[config.mk]
export PLATFORM = sky130hd
export DESIGN_NAME = desc_fetch_unit
export DESIGN_NICKNAME = d
export VERILOG_FILES = /design/src/rtl/desc_fetch_pkg.sv /design/src/rtl/desc_rom.sv /design/src/rtl/desc_str_table.sv /design/src/rtl/desc_lookup.sv /design/src/rtl/desc_streamer.sv /design/src/rtl/desc_fetch_unit.sv
export SDC_FILE = /design/constraint.sdc
export NUM_CORES = 1
export LEC_CHECK = 0
export ABC_AREA = 1
export CAP_MARGIN = 20
export CORE_ASPECT_RATIO = 1.25
export CORE_MARGIN = 10
export CORE_UTILIZATION = 30
export DETAILED_ROUTE_END_ITERATION = 6
export HOLD_SLACK_MARGIN = 0.03
export SYNTH_ARGS = -nofsm -noshare
export SYNTH_HDL_FRONTEND = slang
export SYNTH_SLANG_ARGS = --single-unit
[constraint.sdc]
create_clock -name clk -period 2.2 [get_ports clk]
set_input_delay 0.33 -clock clk [delete_from_list [all_inputs] [get_ports clk]]
set_output_delay 0.33 -clock clk [all_outputs]
set_load 0.1 [all_outputs]
[src/rtl/desc_fetch_pkg.sv]
package desc_fetch_pkg;

    localparam logic [7:0] DT_DEVICE = 8'd1;
    localparam logic [7:0] DT_CONFIG = 8'd2;
    localparam logic [7:0] DT_STRING = 8'd3;

    localparam int DEV_BYTES  = 18;
    localparam int LANG_BYTES = 4;

    typedef enum logic [2:0] {
        S_IDLE,
        S_CHECK,
        S_SEND,
        S_DONE,
        S_FAIL
    } fetch_state_t;

    // configuration + one interface + endpoints
    function automatic int cfg_bytes(input int n_ep);
        return 9 + 9 + 7 * n_ep;
    endfunction

    // string k carries k+3 UTF-16 characters
    function automatic int str_bytes(input int k);
        return 2 * k + 8;
    endfunction

    // offset of string k (k >= 1) within the string region
    function automatic int str_rel_off(input int k);
        int o;
        o = LANG_BYTES;
        for (int j = 1; j < k; j++) o += str_bytes(j);
        return o;
    endfunction

    function automatic int mem_bytes(input int n_ep, input int n_str);
        return DEV_BYTES + cfg_bytes(n_ep) + str_rel_off(n_str + 1);
    endfunction

    function automatic logic [7:0] rom_byte(input int a, input int n_ep, input int n_str);
        int         cb;
        int         sb;
        int         off;
        int         ro;
        int         rel;
        logic [7:0] b;
        cb  = DEV_BYTES;
        sb  = cb + cfg_bytes(n_ep);
        b   = 8'(a) ^ 8'h5A;
        if (a < cb) begin
            if (a == 0) b = 8'(DEV_BYTES);
            else if (a == 1) b = DT_DEVICE;
        end else if (a < sb) begin
            off = a - cb;
            if (off == 0) b = 8'd9;
            else if (off == 1) b = DT_CONFIG;
            else if (off == 2) b = 8'(cfg_bytes(n_ep));
            else if (off == 3) b = 8'(cfg_bytes(n_ep) >> 8);
            else if (off == 9) b = 8'd9;
            else if (off == 10) b = 8'd4;
            for (int e = 0; e < n_ep; e++) begin
                if (off == 18 + 7 * e) b = 8'd7;
                if (off == 19 + 7 * e) b = 8'd5;
            end
        end else begin
            off = a - sb;
            if (off == 0) b = 8'h04;
            else if (off == 1) b = DT_STRING;
            else if (off == 2) b = 8'h09;
            else if (off == 3) b = 8'h04;
            for (int k = 1; k <= n_str; k++) begin
                ro = str_rel_off(k);
                if (off >= ro && off < ro + str_bytes(k)) begin
                    rel = off - ro;
                    if (rel == 0) b = 8'(str_bytes(k));
                    else if (rel == 1) b = DT_STRING;
                    else if (rel % 2 == 1) b = 8'h00;
                    else b = 8'(8'h40 + k);
                end
            end
        end
        return b;
    endfunction

endpackage

[src/rtl/desc_rom.sv]
module desc_rom
    import desc_fetch_pkg::*;
#(
    parameter int N_EP  = 2,
    parameter int N_STR = 3,
    parameter int AW    = 7
) (
    input  logic [AW-1:0] addr,
    output logic [7:0]    data
);

    localparam int MEM_BYTES = mem_bytes(N_EP, N_STR);

    logic [7:0] mem [MEM_BYTES];

    for (genvar i = 0; i < MEM_BYTES; i++) begin : g_byte
        localparam logic [7:0] BYTE_VAL = rom_byte(i, N_EP, N_STR);
        assign mem[i] = BYTE_VAL;
    end

    always_comb begin
        data = 8'h00;
        if (int'(addr) < MEM_BYTES) data = mem[addr];
    end

endmodule

[src/rtl/desc_str_table.sv]
module desc_str_table
    import desc_fetch_pkg::*;
#(
    parameter int N_STR     = 3,
    parameter int STR_SLOTS = 5,
    parameter int STR_BASE  = 50,
    parameter int AW        = 7,
    parameter int LW        = 16
) (
    input  logic [7:0]    idx,
    output logic [AW-1:0] off,
    output logic [LW-1:0] len,
    output logic          hit
);

    logic [AW-1:0] slot_off [STR_SLOTS];
    logic [LW-1:0] slot_len [STR_SLOTS];
    logic          slot_ok  [STR_SLOTS];

    for (genvar s = 0; s < STR_SLOTS; s++) begin : g_slot
        localparam int SOFF = (s == 0) ? STR_BASE :
                              ((s <= N_STR) ? STR_BASE + str_rel_off(s) : 0);
        localparam int SLEN = (s == 0) ? LANG_BYTES :
                              ((s <= N_STR) ? str_bytes(s) : 0);
        assign slot_off[s] = AW'(SOFF);
        assign slot_len[s] = LW'(SLEN);
        assign slot_ok[s]  = (s <= N_STR);
    end

    always_comb begin
        off = '0;
        len = '0;
        hit = 1'b0;
        for (int s = 0; s < STR_SLOTS; s++) begin
            if (idx == 8'(s) && slot_ok[s]) begin
                off = slot_off[s];
                len = slot_len[s];
                hit = 1'b1;
            end
        end
    end

endmodule

[src/rtl/desc_lookup.sv]
module desc_lookup
    import desc_fetch_pkg::*;
#(
    parameter int N_EP      = 2,
    parameter int N_STR     = 3,
    parameter int STR_SLOTS = 5,
    parameter int AW        = 7,
    parameter int LW        = 16
) (
    input  logic [7:0]    d_type,
    input  logic [7:0]    d_index,
    input  logic [LW-1:0] d_len,
    output logic [AW-1:0] start,
    output logic [LW-1:0] count,
    output logic          err
);

    localparam int CFG_BASE = DEV_BYTES;
    localparam int CFG_LEN  = cfg_bytes(N_EP);
    localparam int STR_BASE = CFG_BASE + CFG_LEN;

    logic [AW-1:0] s_off;
    logic [LW-1:0] s_len;
    logic          s_hit;
    logic [LW-1:0] stored;

    desc_str_table #(
        .N_STR    (N_STR),
        .STR_SLOTS(STR_SLOTS),
        .STR_BASE (STR_BASE),
        .AW       (AW),
        .LW       (LW)
    ) u_str_table (
        .idx(d_index),
        .off(s_off),
        .len(s_len),
        .hit(s_hit)
    );

    always_comb begin
        start  = '0;
        stored = '0;
        err    = 1'b0;
        case (d_type)
            DT_DEVICE: begin
                start  = '0;
                stored = LW'(DEV_BYTES);
            end
            DT_CONFIG: begin
                if (d_index != 8'd0) begin
                    err = 1'b1;
                end else begin
                    start  = AW'(CFG_BASE);
                    stored = LW'(CFG_LEN);
                end
            end
            DT_STRING: begin
                if (!s_hit) begin
                    err = 1'b1;
                end else begin
                    start  = s_off;
                    stored = s_len;
                end
            end
            default: err = 1'b1;
        endcase
        count = (d_len < stored) ? d_len : stored;
    end

endmodule

[src/rtl/desc_streamer.sv]
module desc_streamer
    import desc_fetch_pkg::*;
#(
    parameter int AW = 7,
    parameter int LW = 16
) (
    input  logic          clk,
    input  logic          rst_n,
    input  logic          req_valid,
    output logic          req_ready,
    input  logic [7:0]    req_type,
    input  logic [7:0]    req_index,
    input  logic [LW-1:0] req_len,
    output logic [7:0]    lk_type,
    output logic [7:0]    lk_index,
    output logic [LW-1:0] lk_len,
    input  logic [AW-1:0] lk_start,
    input  logic [LW-1:0] lk_count,
    input  logic          lk_err,
    output logic [AW-1:0] rd_addr,
    output logic          tx_valid,
    input  logic          tx_ready,
    output logic          tx_last,
    output logic          done,
    output logic          req_err
);

    fetch_state_t  state;
    fetch_state_t  nxt;
    logic [LW-1:0] remaining;

    always_ff @(posedge clk) begin
        if (!rst_n) state <= S_IDLE;
        else        state <= nxt;
    end

    always_comb begin
        nxt = state;
        unique case (state)
            S_IDLE:  if (req_valid) nxt = S_CHECK;
            S_CHECK: begin
                if (lk_err)                nxt = S_FAIL;
                else if (lk_count == '0)   nxt = S_DONE;
                else                       nxt = S_SEND;
            end
            S_SEND:  if (tx_ready && remaining == LW'(1)) nxt = S_DONE;
            S_DONE:  nxt = S_IDLE;
            S_FAIL:  nxt = S_IDLE;
            default: nxt = S_IDLE;
        endcase
    end

    always_ff @(posedge clk) begin
        if (!rst_n) begin
            lk_type   <= '0;
            lk_index  <= '0;
            lk_len    <= '0;
            rd_addr   <= '0;
            remaining <= '0;
        end else begin
            if (state == S_IDLE && req_valid) begin
                lk_type  <= req_type;
                lk_index <= req_index;
                lk_len   <= req_len;
            end
            if (state == S_CHECK) begin
                rd_addr   <= lk_start;
                remaining <= lk_count;
            end
            if (state == S_SEND && tx_ready) begin
                remaining <= remaining - LW'(1);
                if (remaining != LW'(1)) rd_addr <= rd_addr + AW'(1);
            end
        end
    end

    always_comb begin
        req_ready = 1'b0;
        tx_valid  = 1'b0;
        tx_last   = 1'b0;
        done      = 1'b0;
        req_err   = 1'b0;
        unique case (state)
            S_IDLE:  req_ready = 1'b1;
            S_CHECK: ;
            S_SEND: begin
                tx_valid = 1'b1;
                tx_last  = (remaining == LW'(1));
            end
            S_DONE:  done    = 1'b1;
            S_FAIL:  req_err = 1'b1;
            default: ;
        endcase
    end

endmodule

[src/rtl/desc_fetch_unit.sv]
module desc_fetch_unit
    import desc_fetch_pkg::*;
#(
    parameter int N_EP      = 2,
    parameter int N_STR     = 3,
    parameter int STR_SLOTS = 5
) (
    input  logic        clk,
    input  logic        rst_n,
    input  logic        req_valid,
    output logic        req_ready,
    input  logic [7:0]  req_type,
    input  logic [7:0]  req_index,
    input  logic [15:0] req_len,
    output logic [7:0]  tx_data,
    output logic        tx_valid,
    input  logic        tx_ready,
    output logic        tx_last,
    output logic        done,
    output logic        req_err
);

    localparam int MEM_BYTES = mem_bytes(N_EP, N_STR);
    localparam int AW        = $clog2(MEM_BYTES);
    localparam int LW        = 16;

    logic [7:0]    lk_type;
    logic [7:0]    lk_index;
    logic [LW-1:0] lk_len;
    logic [AW-1:0] lk_start;
    logic [LW-1:0] lk_count;
    logic          lk_err;
    logic [AW-1:0] rd_addr;

    desc_streamer #(.AW(AW), .LW(LW)) u_streamer (
        .clk      (clk),
        .rst_n    (rst_n),
        .req_valid(req_valid),
        .req_ready(req_ready),
        .req_type (req_type),
        .req_index(req_index),
        .req_len  (req_len),
        .lk_type  (lk_type),
        .lk_index (lk_index),
        .lk_len   (lk_len),
        .lk_start (lk_start),
        .lk_count (lk_count),
        .lk_err   (lk_err),
        .rd_addr  (rd_addr),
        .tx_valid (tx_valid),
        .tx_ready (tx_ready),
        .tx_last  (tx_last),
        .done     (done),
        .req_err  (req_err)
    );

    desc_lookup #(
        .N_EP     (N_EP),
        .N_STR    (N_STR),
        .STR_SLOTS(STR_SLOTS),
        .AW       (AW),
        .LW       (LW)
    ) u_lookup (
        .d_type (lk_type),
        .d_index(lk_index),
        .d_len  (lk_len),
        .start  (lk_start),
        .count  (lk_count),
        .err    (lk_err)
    );

    desc_rom #(.N_EP(N_EP), .N_STR(N_STR), .AW(AW)) u_rom (
        .addr(rd_addr),
        .data(tx_data)
    );

endmodule

# == Yosys cells after proc, flatten, opt, wreduce, memory -nomap -nowiden ==
# Memories as Yosys holds them, arrays and structs flattened.
# Index checks and enable logic that the tools add are counted.
# classes
add_sub_neg,2
bitwise,1
mul,0
order_cmp,3
shifts,0
eq_ne,14
div_mod_pow,0
n_mux,40
n_reduce_logical,9
# op_table
cell,count
$mux 16,7
$mux 7,7
$pmux 16 s3,1
$eq 8x2->1 const B,4
$mux 8,3
$eq 16x1->1 const B,1
$eq 8x1->1 const B,2
$logic_not 16->1,1
$lt 16x16->1,1
$ne 16x1->1 const B,1
$sub 16x1->16 const B,1
$pmux 7 s2,1
$mux 1,12
$mux 3,4
$mux 6,2
$pmux 3 s3,1
$ge 8x8->1 const B,1
$logic_not 8->1,1
$not 7->8,1
$reduce_bool 8->1,1
$add 7x1->7 const B,1
$lt 7x7->1 const B,1
$eq 3x2->1 const B,2
$mux 5,1
9 further kinds,11
# totals
ramBits,0
word_cells,76
in_bits,36
n_memories,1
latchBits,0
mem_bits_ro,1024
out_inout_bits,13
register_bits,58
# memory_table
memory,depth,word_bits,read_ports,rd_ports_with_merged_regs,wr,line_no,source
(name not given),128,8,1,0,0,desc_rom.sv:23,if (int'(addr) < MEM_BYTES) data = mem[addr];

# == Depth between registers and ports, before layout ==
# Gate-level depths: netlist of run 1.
# logic_depth
word_depth,13
mapped_depth,20
depth_no_buf,20

# == By module ==
# Synthesis of run 1 repeated with hierarchy kept, for this count alone.
# hier_totals
cells_unflattened,794
hier_area_um2,4835.9
# modules_own_cells
mod,instances,seq_area_each_um2,area_each_um2,cells_per_inst
desc_streamer,1,1161.1,2900.3,441
desc_lookup,1,0.0,909.6,173
desc_rom,1,0.0,734.5,133
desc_str_table,1,0.0,291.5,47

# == Least setup slack after synthesis of run 1 ==
# No wires, ideal clock.
# synth_path
path_type,flip-flop to output port
start,reg u_streamer.rd_addr[2]
end,out tx_data[6]
path_slack_ps,-1520
required_time_ps,1870
arrival_ps,3390
stages_incl_launch_ff,8
path_buffers,0
path_cell_list,dfxtp_1 clkinv_1 ha_1 a21oi_1 o21ai_0 nand2_1 nand2_1 o21ai_0
# synth_via
elab_chain_cells,5
elab_cells_between_ends,6
cone_classes,1 x order compare; 3 x mux; 1 x bitwise; 1 x memory
# synth_rtl
element,line_no,source
start: declaration,desc_streamer.sv:20,"output logic [AW-1:0] rd_addr,"
start signal: assignment,desc_streamer.sv:67,rd_addr <= lk_start;
start signal: assignment,desc_streamer.sv:72,if (remaining != LW'(1)) rd_addr <= rd_addr + AW'(1);
$not 7->8 (implied by the code),desc_rom.sv:23,
$mem_v2 128x8,--,
$mux 8 (implied by the code) (2 in series),desc_rom.sv:23,
$mux 8 *,desc_rom.sv:23,
end: declaration,desc_fetch_unit.sv:15,"output logic [7:0] tx_data,"
# Mark *: on every way between the ends. The rest lies on a longest branch, timed or not. The select of a mux whose other input is x is not followed.

# == Worst setup path after layout of run 1 ==
# layout_path
start,reg u_streamer.lk_type[5]
end,reg u_streamer.state[0]
# layout_via
elab_chain_cells,8
elab_cells_between_ends,11
cone_classes,1 x order compare; 3 x eq/ne; 6 x mux; 1 x reduce/logical
# layout_rtl
element,line_no,source
start: declaration,desc_streamer.sv:14,"output logic [7:0] lk_type,"
start signal: assignment,desc_streamer.sv:62,lk_type <= req_type;
$eq 8x2->1 or $eq 8x1->1 (tied branches),desc_lookup.sv:44,case (d_type)
$pmux 16 s3,desc_lookup.sv:44,
$lt 16x16->1,desc_lookup.sv:67,count = (d_len < stored) ? d_len : stored;
$mux 16,desc_lookup.sv:67,
$logic_not 16->1,desc_streamer.sv:43,else if (lk_count == '0) nxt = S_DONE;
$mux 1,desc_streamer.sv:43,
$mux 3 *,desc_streamer.sv:42,if (lk_err) nxt = S_FAIL;
$pmux 3 s3 *,desc_streamer.sv:39,unique case (state)
end signal: assignment,desc_streamer.sv:34,else state <= nxt;
end: declaration,desc_streamer.sv:28,fetch_state_t state;
# Mark *: on every way between the ends. The rest lies on a longest branch, timed or not.
# A chain may end at the register's enable or synchronous reset.

==> results.md, run 1 <==
- CTS hold repair buffers: 0
- Synth Warn #: 0
- WL final: 11.0 mm
- Final period utilization: 1.08
- CTS tree: done
- Die Height: about 140 um
- CP top delay family: simple AND/OR/NAND/NOR gates
- Syn_area_per_cell: 6.81 um^2
- Crit path buf inv count: 1
- Hold Path Class: register to register
- Library cells used by synthesis: 41
- Filler cells: approximately 1200
- Sw Ratio: 0.335
- Int Power: 2930 uW
- HPWL Detailed: 8.26 mm
- Hold path start: u_streamer.lk_len[14]$_SDFFE_PN0P_
- CP Launch Point: u_streamer.lk_type[5]$_SDFFE_PN0P_
- Final WS setup: -0.182 ns
- CTS clk-pin slew, worst paths: 0.05 ns
- Layout cells sized above 1: 0.291
- First-pass GRT wire length: 18.1 mm
- Seq/Total Area, Yosys: 0.315
- Post-route DRC: 0
- Latest clock arrival within the worst-skew pair: roughly 0.32 ns
- RSZ-0062 raised after global routing: yes
- Clock network fraction of design power: 0.371
- Crit. End Element: register
- Synthesized area: 3690 um^2
- Routed Antenna Nets: 0
- Clock Skew: between 0.006 and 0.007 ns
- Fmax: 420 MHz
- H-Tree Level Count: 3
- Most used cell, CP: nand2_1
- Fin. max-slew vios: 0
- Vias per cell: approximately 5
- Max FO, Critical Path: 7
- Vias in the first global route: 3906
- Crit path max-delay cell type: dfxtp_1
- Status: finished with violations
- Setup Crit Path Kind: register to register
- Pwr Density: around 800 nW/um^2
- Total grt overflow: 0
- Post-Syn Instances: about 540
- Cells along the critical path: nor2_4 > nand2_4 > nor3_4 > nand4_2 > ha_4 > a21oi_2 > nand3_2 > nor4_4 > buf_6 > nand2_4 > nand2_2 > nand2_1 > nand2_1 > nor2_2 > nand2_1 > nand2_1 > nand2_1 > nor2_2
- Layout area overhead: 49.0%
- Flop and latch count out of synthesis: 58
- WP data arrival: about 2.6 ns
- RePlAce Congestion: about 0.90
- Met2 Use GR: 0.242
- IO Pins: 49
- Combinational share of power: 0.350
- Maximum VDD drop: 500 uV
- Clock tree buffer depth: 2
- Met3 Use GR: 0.0302
- DR vias: 3921
- Initial antenna violation count: 0
- Clock root buffer: clkbuf_16
- Drt first pass iters: 4
- Power Total: approximately 4400 uW
- Row cnt: between 40 and 50
- Sw power: 1480 uW
- RR Startpoint: u_streamer.lk_type[5]$_SDFFE_PN0P_
- GR Layer Usage met1: 0.129
- Hold Slack: 0.449 ns
- Pleak: 0.00229 uW
- Seq pwr share: 0.279
- Gr busiest metal: met2
- GRT Total Usage: 0.127
- Fin. Hold Viols: 0
- Finish-stage setup viols: 7
- Antenna cells: 0
- Required time worst endpoint: 2.40 ns
- Die width: 119 um
- Synthesized Nets: 595
- Startpoint types: register
- Nets@finish: 688
- CP peak stage delay: 0.33 ns
- # Max-Cap Violations: 0
- Largest net degree at the start of global routing: 38
- Clock sink count: 58
- Setup TNS: -0.571 ns
- Starting Density: 0.304
- Initial detailed-routing violation count: 158
- Port Buffer Count: between 40 and 50
- Core area: between 10000 and 15000 um^2
- Failing checks: negative setup slack
- Final min period: 2.38 ns
- CTS buffer count: 9
- Routed len/inst: 13.7 um
- Full die area: 17100 um^2
synth_stat cells, drive strengths merged:
cell | number | area [um^2]
nand2 | 103 | 427
a21oi | 71 | 355
inv | 62 | 233
dfxtp | 58 | 1160
nor2 | 49 | 235
nand3 | 45 | 230
o21ai | 41 | 205
clkbuf | 19 | 71.3
ha | 18 | 225
o211ai | 9 | 67.6
clkinv | 8 | 30.0
nor3 | 8 | 55.1
xor2 | 8 | 70.1
a211oi | 7 | 52.6
a31oi | 6 | 37.5
nand4 | 5 | 37.5
nor4 | 5 | 61.3
buf | 3 | 15.0
o22ai | 3 | 18.8
o21a | 2 | 15.0
o31ai | 2 | 15.0
or2 | 2 | 12.5
a21boi | 1 | 7.51
a221oi | 1 | 8.76
and3 | 1 | 7.51
conb | 1 | 3.75
mux2 | 1 | 11.3
o211a | 1 | 10.0
or3 | 1 | 6.26
layer usage:
layer	share of wire	wire length, um
met1	0.40	4340
met2	0.55	6000
met3	0.034	368
met4	0.024	260
met5	0	0
final cells by class:
| cell class | instances | area (um^2) | area share |
|---|---|---|---|
| clock buffers | 11 | 253 | 0.0460 |
| clock inverters | 5 | 100 | 0.0182 |
| inverters | 70 | 269 | 0.0490 |
| multi-input cells | 391 | 2470 | 0.450 |
| flip-flops and latches | 58 | 1180 | 0.215 |
| well taps | 164 | 205 | 0.0374 |
| repair buffers | 104 | 1010 | 0.185 |
logic make-up (layout without fill, tap and decap cells):
| family | Yosys count | count (layout) | share of synthesized area |
|---|---|---|---|
| AOI/OAI and AO/OA | 144 | 144 | 0.215 |
| DFF | 58 | 58 | 0.315 |
| and+or+nand+nor | 219 | 219 | 0.291 |
| muxes | 1 | 1 | 0.00305 |
| adders and majority gates | 18 | 18 | 0.0611 |
| buffers and inverters | 92 | 190 | 0.0947 |
| other | 1 | 1 | 0.00102 |
| xor gates and xnor gates | 8 | 8 | 0.0190 |
power groups by stage:
stage,sequential [uW],clock (uW),combinational [uW]
final,1230,1630,1540
after global routing,1240,1710,1690
after floorplan,1230,0,947
after global placement,1240,0,1400
after CTS,1230,1660,1490
after detailed placement,1240,0,1420
worst reg2reg max path: stages, from the launching register on:
cell	delay [ns]
dfxtp_1	0.33
nor2_4	0.14
nand2_4	0.07
nor3_4	0.21
nand4_2	0.17
ha_4	0.26
a21oi_2	0.14
nand3_2	0.09
nor4_4	0.15
buf_6	0.17
nand2_4	0.09
nand2_2	0.07
nand2_1	0.06
nand2_1	0.07
nor2_2	0.04
nand2_1	0.06
nand2_1	0.05
nand2_1	0.07
nor2_2	0.03
path summary, 6_finish.rpt:
kind,end,slack [ns],cells past startpoint
hold reg to reg,u_streamer.lk_len[14]$_SDFFE_PN0P_,0.45,2
setup / recovery,u_streamer.state[0]$_SDFFE_PN0P_,-0.18,18
setup reg to reg,u_streamer.state[0]$_SDFFE_PN0P_,-0.18,18
hold / removal,u_streamer.lk_len[14]$_SDFFE_PN0P_,0.45,2
flip-flops by register name, summed over array words and instances (netlist names):
register	count
u_streamer.remaining	16
u_streamer.lk_index	8
u_streamer.state	3
u_streamer.lk_type	8
u_streamer.rd_addr	7
u_streamer.lk_len	16
metrics by stage:
stage	cell area (um^2)	setup WS [ns]	cells	util
floorplan	3760	-0.225	541	-
global placement	4830	-0.154	779	0.399
detailed placement	4830	-0.267	779	0.399
CTS	5350	-0.214	799	0.442
global route	5490	-0.354	803	0.454
finish	5490	-0.182	803	0.454
placed cells by master (no fill, tap or decap), types with 5 or more instances in the layout:
cell,Yosys,layout
dfxtp_1,58,46
clkbuf_16,0,9
nand2_2,4,10
nand2_1,95,89
o21ai_0,38,33
dfxtp_2,0,10
nor2_2,8,10
inv_2,7,12
xor2_1,8,8
o211ai_1,9,9
buf_12,0,11
buf_4,1,56
ha_1,18,13
nor2_1,38,31
clkdlybuf4s50_1,0,35
a21oi_2,0,7
clkinv_1,8,7
a21oi_1,71,62
nor2_4,2,7
inv_1,55,49
nand3_1,44,39
nand3_2,1,6
a211oi_1,7,5
timing repair:
item | in CTS | in global routing
gates cloned | 0 | 0
resized for setup | 36 | 34
setup buffers | 4 | 4
setup endpoints to repair | 12 | 14
pin swaps | 16 | 25
(Power assumes the default switching activity.)
==> run 2: changes to the inputs <==
- TNS_END_PERCENT: unset -> 10
==> run 2 against run 1 <==
Compared with the run above: the run still ends with negative setup slack left; hold slack got worse by 0.0014 ns; sequential power hardly changed; design area down 4.0%; final cell count fell by 1.2%; die area unchanged; combinational power shrank 3%; global-route usage down 0.17 points; maximum frequency grew 2.0%; clock-buffer cell count rose by 4; critical path type unchanged; critical endpoint unchanged; largest power group is now combinational cells; highest routed layer unchanged.
==> results.md, run 2 (synthesis gave the netlist of run 1 again) <==
- Crit. End Element: register
- Most frequent cells in the layout: nand2_1, a21oi_1, inv_1
- Maximum VDD drop: 423 uV
- Clock root buffer: clkbuf_16
- Placed Cells: around 770
- CTS clk-pin slew, worst paths: approximately 0.050 ns
- Antenna cells: 0
- Initial antenna violation count: 0
- CTS tree: done
- Fin. max-slew vios: 0
- H-Tree Level Count: 3
- WL met1: 4.34 mm
- # Max-Cap Violations: 0
- IO Pins: 49
- Commonest non-fill, non-tap cell in the layout: nand2_1
- Vias in the first global route: just under 4000
- Setup TNS: -0.367 ns
- Initial detailed-routing violation count: approximately 120
- HPWL Detailed: 8.30 mm
- Routed len/inst: 13.5 um
- Failing checks: negative setup slack
- Hold Path Class: register to register
- Status: finished with violations
- Nets@finish: 678
- Dpl cell area: around 4700 um^2
- Largest regs: u_streamer.lk_len x16, u_streamer.remaining x16
- Final min period: 2.33 ns
- Startpoint types: register
- CTS buffer count: 9
- Starting Density: 0.304
- Die Height: 144 um
- WL final: 10.7 mm
- Fmax: 428 MHz
- Routed Antenna Nets: 0
- Vias per cell: 4.85
- Pleak: 0.00219 uW
- Setup Crit Path Kind: register to register
- Pwr Density: 793 nW/um^2
- RePlAce Congestion: 0.915
- Fin. Hold Viols: 0
- Total grt overflow: 0
- Clock tree buffer depth: 2
- Final period utilization: 1.06
- Port Buffer Count: 47
- First-pass GRT wire length: 18.0 mm
- Post-route DRC: 0
- Final WS setup: -0.135 ns
- Clock sink count: 58
- Core area: 12100 um^2
- Layout area overhead: 43.0%
- Full die area: 17100 um^2
- Finish-stage setup viols: 8
- Latest clock arrival within the worst-skew pair: 0.33 ns
- Clock Skew: around 0.008 ns
- Max FO, Critical Path: 7
- Row cnt: 45
- GRT Total Usage: 0.125
- DR WL met2: approximately 5.7 mm
- Top layer in use: met4
- Non-filler instance count after layout: 793
- Design area: 5270 um^2
- Wire length on met3: 426 um
- RSZ-0062 raised after global routing: yes
- Layout cells sized above 1: 0.251
- Required time worst endpoint: ~2.5 ns
- WP data arrival: 2.61 ns
- Largest net degree at the start of global routing: 33
- Drt first pass iters: 4
- Die width: 119 um
- DR vias: 3850
[run 2: cell types whose count changed in the layout (fill, tap and decap cells not counted), sizes merged]
cell / previous run / this run
clkbuf: 11 / 15
buf: 69 / 59
inv: 62 / 64
clkinv: 10 / 6
bufinv: 3 / 1
[run 2: worst max-delay path: stages (launching register included)]
cell and delay [ns]:
dfxtp_2 0.32, nor2_2 0.11, nand2_2 0.08, buf_6 0.13, nor3_4 0.24, o21ai_1 0.12, ha_1 0.33, nand2_1 0.06
inv_1 0.05, nand2_1 0.05, nand2_2 0.07, nand2_4 0.08, nand2_4 0.12, nand2_1 0.09, nand2_1 0.07, nand2_1 0.05
nor2_1 0.08, nand2_1 0.05, nand2_1 0.05, nand2_1 0.06, nor2_2 0.07
[run 2: per-layer routing]
metal  up-vias  global-route usage
met5         -                   0
met4         0              0.0502
met3        22              0.0275
met2        97               0.236
met1      1760               0.131
li1       1971                   -
[run 2: final cells by class]
type	instances	area, um^2
clock buffers	15	288
clock inverters	1	30.0
fillers	1247	6830
inverters	70	263
multi-input cells	391	2360
flip-flops and latches	58	1180
well taps	164	205
repair buffers	94	946
[run 2: worst paths after layout]
kind	start	endpoint	slack (ns)	cells after the start
worst min-delay path	u_streamer.lk_len[14]$_SDFFE_PN0P_	u_streamer.lk_len[14]$_SDFFE_PN0P_	0.45	2
worst max-delay path	u_streamer.lk_index[7]$_SDFFE_PN0P_	u_streamer.state[0]$_SDFFE_PN0P_	-0.13	20
worst min register to register	u_streamer.lk_len[14]$_SDFFE_PN0P_	u_streamer.lk_len[14]$_SDFFE_PN0P_	0.45	2
worst max register to register	u_streamer.lk_index[7]$_SDFFE_PN0P_	u_streamer.state[0]$_SDFFE_PN0P_	-0.13	20
[run 2: what timing repair did]
| item | CTS | global route |
|---|---|---|
| hold buffers | 0 | 0 |
| pin swaps | 5 | 20 |
| gates resized for setup | 15 | 42 |
| setup buffers | 2 | 1 |
| endpoints found under the setup margin | 14 | 15 |
[run 2: metrics by stage]
stage | util | setup WS, ns | hold WS [ns] | total power (uW)
final | 0.435 | -0.135 | 0.448 | 4180
after global routing | 0.435 | -0.329 | 0.473 | 4410
after CTS | 0.423 | -0.210 | 0.452 | 4170
after detailed placement | 0.391 | -0.225 | 0.445 | 2660
after global placement | 0.391 | -0.127 | 0.439 | 2640
after floorplan | - | -0.497 | 0.429 | 2160
[run 2: power by group]
| part | total [uW] | leakage, uW | internal, uW | switching [uW] |
|---|---|---|---|---|
| combinational | 1490 | 0.00156 | 592 | 899 |
| clock | 1460 | 0.000156 | 999 | 462 |
| sequential | 1230 | 0.000479 | 1150 | 78.8 |
==> run 3: changes to the inputs <==
- GPL_TIMING_DRIVEN: unset -> 0
- RECOVER_POWER: unset -> 25
- SETUP_SLACK_MARGIN: unset -> 0.02
==> run 3 against run 2 <==
Compared with the run above: the run still ends with negative setup slack left; total power down 0.86%; first-iteration DRC count up 69%; routed wire length up 1.8%; critical path type unchanged; clock power up 5%.
==> results.md, run 3 (synthesis gave the netlist of run 1 again) <==
- Sink of the worst hold path: u_streamer.lk_index[6]$_SDFFE_PN0P_
- Row cnt: 45
- Cells along the critical path: nor2_4 > nand2_4 > nor3_4 > nand4_2 > ha_4 > a21oi_2 > nand3_2 > nor4_4 > buf_6 > nand3_1 > nand2_1 > nand2_1 > nor2_1 > nand2_1 > nand2_1 > nand2_1 > nor2_2
- FF-to-FF setup slack: -0.40 ns
- Full die area: 17100 um^2
- Core area: 12100 um^2
- Failing checks: negative setup slack
- Startpoint types: register
- Die Height: 144 um
- Worst-Margin Slew: roughly 0.55 ns
- Crit path max-delay cell type: dfxtp_1
- Capturing point of the worst reg2reg path: u_streamer.state[0]$_SDFFE_PN0P_
- Latest clock arrival within the worst-skew pair: approximately 0.34 ns
- Placed Cells: 751
- Hold path start: req_valid
- Non-filler instance count after layout: 773
- Vias in the first global route: 3922
- Layout cells sized above 1: 0.200
- Initial detailed-routing violation count: 201
- Final WS setup: -0.401 ns
- Drt first pass iters: 5
- Status: finished with violations
- Initial antenna violation count: 0
- DR vias: 3769
- Setup Crit Path Kind: register to register
- GRT Total Usage: 0.131
- RSZ-0062 raised after global routing: yes
- Total grt overflow: 0
- Most used cell, CP: nand2_1
- Clock root buffer: clkbuf_16
- RR Startpoint: u_streamer.lk_type[5]$_SDFFE_PN0P_
- Layout area overhead: 35.8%
- Port Buffer Count: 46
- Hold Path Class: input port to register
- Die width: 119 um
- Largest regs: u_streamer.lk_len x16, u_streamer.remaining x16
- Pleak: between 0.002 and 0.0025 uW
- WL final: 10.9 mm
- Routed len/inst: approximately 14 um
- CTS buffer count: 9
- WP data arrival: 2.88 ns
- CTS tree: done
- CP Launch Point: u_streamer.lk_type[5]$_SDFFE_PN0P_
- Maximum VDD drop: 414 uV
- Nets@finish: 658
- Largest net degree at the start of global routing: 13
- # Max-Cap Violations: 0
- Clock tree buffer depth: 2
- Antenna cells: 0
- Power Total: around 4100 uW
- Fin. Hold Viols: 0
- Vias per cell: between 4 and 5
- Routed Antenna Nets: 0
- IO Pins: 49
- Clock Skew: 0.0113 ns
- Post-route DRC: 0
- Clock sink count: between 50 and 60
- First-pass GRT wire length: roughly 18 mm
- HPWL Detailed: approximately 8.3 mm
- Commonest non-fill, non-tap cell in the layout: nand2_1
- Crit. End Element: register
- Final min period: 2.60 ns
- Max FO, Critical Path: 7
- H-Tree Level Count: 3
- Most frequent cells in the layout: nand2_1, a21oi_1, inv_1
- Final period utilization: 1.18
- R2R depth: 17
- Required time worst endpoint: 2.48 ns
- Starting Density: 0.304
- Slew headroom: 0.634
- Pwr Density: 828 nW/um^2
- Fin. max-slew vios: 0
- CP peak stage delay: between 0.3 and 0.4 ns
- RePlAce Congestion: 0.910
- CTS clk-pin slew, worst paths: 0.06 ns
- Worst Hold Depth: 3
- Final core utilization: 0.414
- Dpl cell area: 4380 um^2
- Design area: 5010 um^2
- Finish-stage setup viols: 14
- Fmax: 384 MHz
-- run 3: cell types whose count changed in the layout (fill, tap and decap cells not counted), moves of 2 or more --
cell	previous run	this run
inv_2	12	7
clkbuf_1	2	16
dfxtp_2	6	4
clkbuf_8	4	2
ha_2	2	0
clkinv_4	0	2
clkbuf_2	0	6
clkinv_2	0	2
buf_12	11	4
buf_4	44	8
-- run 3: stage by stage --
stage,setup slack [ns],hold WS [ns],TNS [ns]
final,-0.401,0.393,-2.01
after global routing,-0.662,0.415,-4.16
after CTS,-0.359,0.393,-2.12
after detailed placement,-1.16,0.443,-10.55
after global placement,-1.14,0.442,-10.47
after floorplan,-0.497,0.429,-2.46
-- run 3: worst max-delay path by stage --
stage                                  endpoint  depth (start not counted)  slack, ns
2_1_floorplan                        tx_data[4]                          7      -0.50
3_3_place_gp                         tx_data[3]                          8      -1.14
3_5_place_dp                         tx_data[3]                          8      -1.16
4_1_cts        u_streamer.state[0]$_SDFFE_PN0P_                         17      -0.36
5_1_grt        u_streamer.state[0]$_SDFFE_PN0P_                         17      -0.66
6_report       u_streamer.state[0]$_SDFFE_PN0P_                         17      -0.40
-- run 3: power by group --
part / switching (uW) / internal (uW) / total [uW]
combinational: 887 / 487 / 1370
clock: 488 / 1050 / 1540
sequential: 83.7 / 1150 / 1230
total: 1460 / 2690 / 4150
-- run 3: metal layers --
layer / global-route usage / wire, um
met5: 0 / 0
met4: 0.0534 / 232
met3: 0.0294 / 399
met2: 0.248 / 5760
met1: 0.137 / 4510
-- run 3: worst max-delay path: cells and delay by family (launching register included) --
kind,cells,cell delay [ns]
simple gates,14,1.67
fa+ha+maj,1,0.25
flops,1,0.34
compound gates,1,0.12
buf+inv,1,0.17
-- run 3: final cells by class --
type                    count  area (um^2)
plain buffers              21         91.3
clock buffers              12          256
clock inverters             4         73.8
fillers                  1276         7100
inverters                  70          285
multi-input cells         391         2350
flip-flops and latches     58         1180
well taps                 164          205
repair buffers             53          558
-- run 3: timing repair --
action                                  4_1_cts  5_1_grt
endpoints found under the setup margin       19       20
gates resized for setup                     109       37
setup buffers                                 5        2
pin swaps                                    11       13
hold buffers                                  0        0
